===== src/rtl/vif_pkg.sv =====
// Package vif_pkg: shared types for the virtual interrupt flag controller.
// Assumes: flag order in flags_t is IF, VIF, VIP from MSB to LSB.
package vif_pkg;
    typedef enum logic [1:0] {
        PATH_VIRT   = 2'd0,
        PATH_LEGACY = 2'd1,
        PATH_FAULT  = 2'd2
    } path_e;

    typedef struct packed {
        logic if_f;
        logic vif_f;
        logic vip_f;
    } flags_t;
endpackage


===== src/rtl/vif_mode_detect.sv =====
// Module vif_mode_detect: decides whether virtual interrupt handling is in force.
// Assumes: the least privileged level is the all-ones code of PL_W bits.
module vif_mode_detect #(
    parameter int PL_W = 2
) (
    input  logic            virt_en,
    input  logic [PL_W-1:0] cpl,
    input  logic [PL_W-1:0] iopl,
    output logic            virt_active
);
    localparam logic [PL_W-1:0] LEAST_PRIV = '1;

    // Purpose: virtual mode needs enable, least-privileged caller, iopl below top.
    always_comb begin
        virt_active = virt_en && (cpl == LEAST_PRIV) && (iopl != LEAST_PRIV);
    end
endmodule


===== src/rtl/vif_path_select.sv =====
// Module vif_path_select: picks the outcome of CLI/STI and forms the next flags.
// Assumes: inputs are stable while instr_valid is high; a fault leaves flags as given.
module vif_path_select
    import vif_pkg::*;
#(
    parameter int PL_W = 2
) (
    input  logic            virt_active,
    input  logic            op_sti,
    input  logic [PL_W-1:0] cpl,
    input  logic [PL_W-1:0] iopl,
    input  flags_t          cur_flags,
    output path_e           path,
    output flags_t          next_flags,
    output logic            fault
);
    // Purpose: choose virtual, legacy or fault path by mode, privilege and VIP.
    always_comb begin
        if (virt_active) begin
            path = (op_sti && cur_flags.vip_f) ? PATH_FAULT : PATH_VIRT;
        end else begin
            path = (cpl > iopl) ? PATH_FAULT : PATH_LEGACY;
        end
    end

    // Purpose: build next flags; only one flag moves on a non-fault path.
    always_comb begin
        next_flags = cur_flags;
        fault      = 1'b0;
        unique case (path)
            PATH_VIRT:   next_flags.vif_f = op_sti;
            PATH_LEGACY: next_flags.if_f  = op_sti;
            PATH_FAULT:  fault            = 1'b1;
            default:     fault            = 1'b0;
        endcase
    end
endmodule


===== src/rtl/vif_irq_gate.sv =====
// Module vif_irq_gate: routes a request to the normal or virtual handling path.
// Assumes: vectors below MASK_BASE are NMI/exceptions and never virtualised.
module vif_irq_gate #(
    parameter int VEC_W     = 8,
    parameter int MASK_BASE = 32
) (
    input  logic             irq_valid,
    input  logic [VEC_W-1:0] irq_vector,
    input  logic             virt_active,
    output logic             irq_normal,
    output logic             irq_virt
);
    localparam logic [VEC_W-1:0] BASE_V = VEC_W'(MASK_BASE);

    logic maskable;

    generate
        if (MASK_BASE == 0) begin : g_all_maskable
            // Purpose: every vector is maskable when the base is zero.
            always_comb maskable = 1'b1;
        end else begin : g_split
            // Purpose: compare the vector against the first maskable number.
            always_comb maskable = (irq_vector >= BASE_V);
        end
    endgenerate

    // Purpose: send maskable requests to the virtual path only in virtual mode.
    always_comb begin
        irq_virt   = irq_valid && maskable && virt_active;
        irq_normal = irq_valid && !(maskable && virt_active);
    end
endmodule


===== src/rtl/vif_flag_ctrl.sv =====
// Module vif_flag_ctrl: top of the virtual interrupt flag controller.
// Registers the flags produced by a strobed CLI/STI and a one-cycle fault strobe,
// and routes interrupt requests combinationally.
// Assumes: synchronous active-low reset; with no strobe the registers hold.
module vif_flag_ctrl
    import vif_pkg::*;
#(
    parameter int PL_W      = 2,
    parameter int VEC_W     = 8,
    parameter int MASK_BASE = 32
) (
    input  logic             clk,
    input  logic             rst_n,
    input  logic             instr_valid,
    input  logic             op_sti,
    input  logic             virt_en,
    input  logic [PL_W-1:0]  cpl,
    input  logic [PL_W-1:0]  iopl,
    input  logic             cur_if,
    input  logic             cur_vif,
    input  logic             cur_vip,
    input  logic             irq_valid,
    input  logic [VEC_W-1:0] irq_vector,
    output logic             flag_if,
    output logic             flag_vif,
    output logic             flag_vip,
    output logic             gp_fault,
    output logic             irq_normal,
    output logic             irq_virt
);
    logic   virt_active;
    path_e  path;
    flags_t cur_flags;
    flags_t next_flags;
    flags_t flags_q;
    logic   fault_c;
    logic   fault_q;

    // Purpose: pack the incoming flag values into the shared struct.
    always_comb cur_flags = '{if_f: cur_if, vif_f: cur_vif, vip_f: cur_vip};

    vif_mode_detect #(.PL_W(PL_W)) mode_i (
        .virt_en    (virt_en),
        .cpl        (cpl),
        .iopl       (iopl),
        .virt_active(virt_active)
    );

    vif_path_select #(.PL_W(PL_W)) sel_i (
        .virt_active(virt_active),
        .op_sti     (op_sti),
        .cpl        (cpl),
        .iopl       (iopl),
        .cur_flags  (cur_flags),
        .path       (path),
        .next_flags (next_flags),
        .fault      (fault_c)
    );

    vif_irq_gate #(.VEC_W(VEC_W), .MASK_BASE(MASK_BASE)) gate_i (
        .irq_valid  (irq_valid),
        .irq_vector (irq_vector),
        .virt_active(virt_active),
        .irq_normal (irq_normal),
        .irq_virt   (irq_virt)
    );

    // Purpose: capture flags on a strobe; the fault strobe lasts one cycle.
    always_ff @(posedge clk) begin
        if (!rst_n) begin
            flags_q <= '0;
            fault_q <= 1'b0;
        end else begin
            fault_q <= instr_valid && fault_c;
            if (instr_valid) begin
                flags_q <= next_flags;
            end
        end
    end

    // Purpose: drive the flag outputs from the register.
    always_comb begin
        flag_if  = flags_q.if_f;
        flag_vif = flags_q.vif_f;
        flag_vip = flags_q.vip_f;
        gp_fault = fault_q;
    end
endmodule



===== config.mk =====
export PLATFORM = sky130hd
export DESIGN_NAME = vif_flag_ctrl
export DESIGN_NICKNAME = d
export VERILOG_FILES = /design/src/rtl/vif_pkg.sv /design/src/rtl/vif_mode_detect.sv /design/src/rtl/vif_path_select.sv /design/src/rtl/vif_irq_gate.sv /design/src/rtl/vif_flag_ctrl.sv
export SDC_FILE = /design/constraint.sdc
export NUM_CORES = 1
export LEC_CHECK = 0
export ABC_AREA = 1
export ABC_CLOCK_PERIOD_IN_PS = 1800
export CAP_MARGIN = 10
export CORE_AREA = 2 2 39 41
export DETAILED_ROUTE_END_ITERATION = 8
export DIE_AREA = 0 0 41 43
export PLACE_DENSITY = 0.63
export SLEW_MARGIN = 0
export SYNTH_ARGS = -nofsm -noshare
export SYNTH_HDL_FRONTEND = slang
export SYNTH_SLANG_ARGS = --single-unit

===== constraint.sdc =====
create_clock -name clk -period 1.8 [get_ports clk]
set_clock_uncertainty 0.1 [all_clocks]
set_input_delay 0.27 -clock clk [delete_from_list [all_inputs] [get_ports clk]]
set_output_delay 0.27 -clock clk [all_outputs]
set_load 0.01 [all_outputs]

==> results of run 1 <==
[sequential cells by signal, summed over array words and instances, names as in the netlist]
signal and cells:
flag_vif 1, flag_vip 1, gp_fault 1, flag_if 1
[through the flow]
| stage | util | hold WS [ns] |
|---|---|---|
| after floorplan | - | 0.305 |
| after global placement | 0.406 | 0.374 |
| after detailed placement | 0.406 | 0.379 |
| after CTS | 0.423 | 0.392 |
| after global routing | 0.415 | 0.414 |
| final | 0.415 | 0.387 |
[synthesized netlist by cell type]
master / number
o21ai_0: 1
inv_1: 12
nand2_2: 3
nand3_1: 4
nor2_4: 1
a31oi_1: 1
nand3b_1: 1
a21oi_2: 1
nand2_1: 12
nor2_1: 6
or3_1: 1
dfxtp_1: 4
ha_1: 2
[routing by layer]
metal,GRT usage,share of wire
met1,0.125,0.42
met2,0.144,0.48
met3,0.0524,0.10
met4,0.0600,0
met5,0,0
[final cells by class]
type | count | area [µm²]
Multi-Input combinational cell | 33 | 176
Clock buffer | 3 | 22.5
Fill cell | 149 | 810
Inverter | 12 | 45.0
Sequential cell | 4 | 80.1
Tap cell | 16 | 20.0
Timing Repair Buffer | 25 | 230
[path summary, 6_finish.rpt]
kind,from,endpoint,slack (ns),cells past startpoint
setup reg to reg,flag_if,flag_if,1.08,4
setup / recovery,irq_vector[5],irq_normal,0.12,4
hold / removal,flag_vif,flag_vif,0.39,2
hold reg to reg,flag_vif,flag_vif,0.39,2
[report_power, final]
group          switching, µW  internal, µW
Clock                   38.1          74.7
Sequential              2.91          95.4
Combinational           40.4          60.7
[cell families (layout without fill, tap and decap cells)]
logic type,after synthesis,in the layout
buf+inv,12,40
flops,4,4
fa+ha+maj,2,2
compound gates,3,3
simple gates,28,28
[worst min-delay path: cells and delay by family, from the launching register on]
kind            cells  cell delay (ns)
compound gates      1             0.05
flops               1             0.31
simple gates        1             0.08
[what timing repair did]
item	CTS	global route
gates resized for setup	5	2
pin swaps	1	0
setup endpoints to repair	2	2
setup buffers	0	0
hold endpoints to repair	0	0
==> summary.txt, run 1 <==
Mux share of post-synthesis cell area: 0
Total power: 312 µW
Drc violations: 0
Vias/cell: 4.03
Fin worst setup slack: 0.122 ns
Area share of fa/ha/maj cells after synthesis: 0.0830
Initial Util: 0.218
Post-DP HPWL: 607 µm
Top delay family on crit path: buffers and inverters
Syn-to-layout area delta: 90.5%
RSZ-0062 raised after global routing: no
Max VDD drop: 0.000312 V
Max_slew headroom: 0.887
Critical path class: in2out
CP max-delay cell: clkdlybuf4s50_1
Vias in the first global route: 328
Compound-Gate Fraction of Synth Area: 0.0664
Number of synthesized register bits: 4
Share of post-route cells with drive strength above 1: 0.182
Routed WL: 753 µm
Leak Pwr: 0.000293 µW
Cell Area, Synth: 302 µm²
XOR/XNOR share of the synthesized area: 0
Die height: 43 µm
Crit path max fanout: 2
Largest net degree at the start of global routing: 6
Placed Area: 562 µm²
Crit-path cells: clkdlybuf4s50_1, or3_1, a31oi_1, buf_2
Run status: completed
Commonest non-fill, non-tap cell in the layout: clkdlybuf4s50_1
Final Hold Fails: 0
Wirelength per Cell: 8.10 µm
Synth unique cells: 13
Commonest non-fill, non-tap cells in the layout: 19 x clkdlybuf4s50_1, 12 x inv_1, 12 x nand2_1, 6 x nor2_1
Req. time, crit path: 1.43 ns
Die area: 0.00176 mm²
Nature of the critical path startpoint: input pin
Largest family of logic cells by synthesized area: simple AND/OR/NAND/NOR gates
Drt first-iter violations: 5
Clk buf depth: 2
Fin nets: 102
Cells after DPL: 90
Hold Buf Count CTS: 0
# rows: 14
Simple logic cell fraction of the synthesized area: 0.436
Final setup vio count: 0
CTS tree: yes
Die W: 41 µm
Vias: 375
Clk slew on worst S/H paths: 0.04 ns
Core box area: 0.00138 mm²
Placer Congestion: 0.627
Overflow after GRT: 0
Buf/Inv on CP: 2
Max Freq: 0.596 GHz
Initial antenna violation count: 0
Pwr Density: 543 mW/mm²
Setup slack at placement: -0.302 ns
GR Util All Layers: 0.104
Inserted Clock Buffers: 3
Clock sink count: 4
Syn Inst Count: 49
DRT Pass-1 Iters: 4
Antenna Nets Post-Route: 0
Hold WC Path Type: reg2reg
Top post-synthesis cells by area: dfxtp_1 27%, inv_1 15%, nand2_1 15%
CTS Root Cell: clkbuf_4
CP Capture Type: output pin
Worst-Skew Late Latency: 0.23 ns
Design Area, Final: 574 µm²
Finished Layout Cells: 93
Post-synthesis sequential area ratio: 0.266
Max_cap viols: 0
Final period util: 0.932
Worst slew pin tran: 0.169 ns
Yosys top cell by area: dfxtp_1
Period minus WS final: 1.68 ns
Synth top area share: 0.266
First-pass GRT wire length: 1240 µm
Mapped Nets: 72
Fin. max-slew vios: 0
Avg Cell Area, Syn: 6.15 µm²
Setup_tns: 0 ns
CP Data Arrival Time: 1.31 ns
Synth warn: 0
CP max stage delay: 0.39 ns
Port Buffer Count: 21
Diode count: 0
H-Tree Depth: 1
Boundary pin count: 27
No activity file was read; power rests on OpenSTA's default activity.
==> run 2, diff against run 1 <==
Settings changed: TNS_END_PERCENT set to 1.
==> results of run 2 <==
No change in the layout: final DEF, timing and power equal those of run 1.
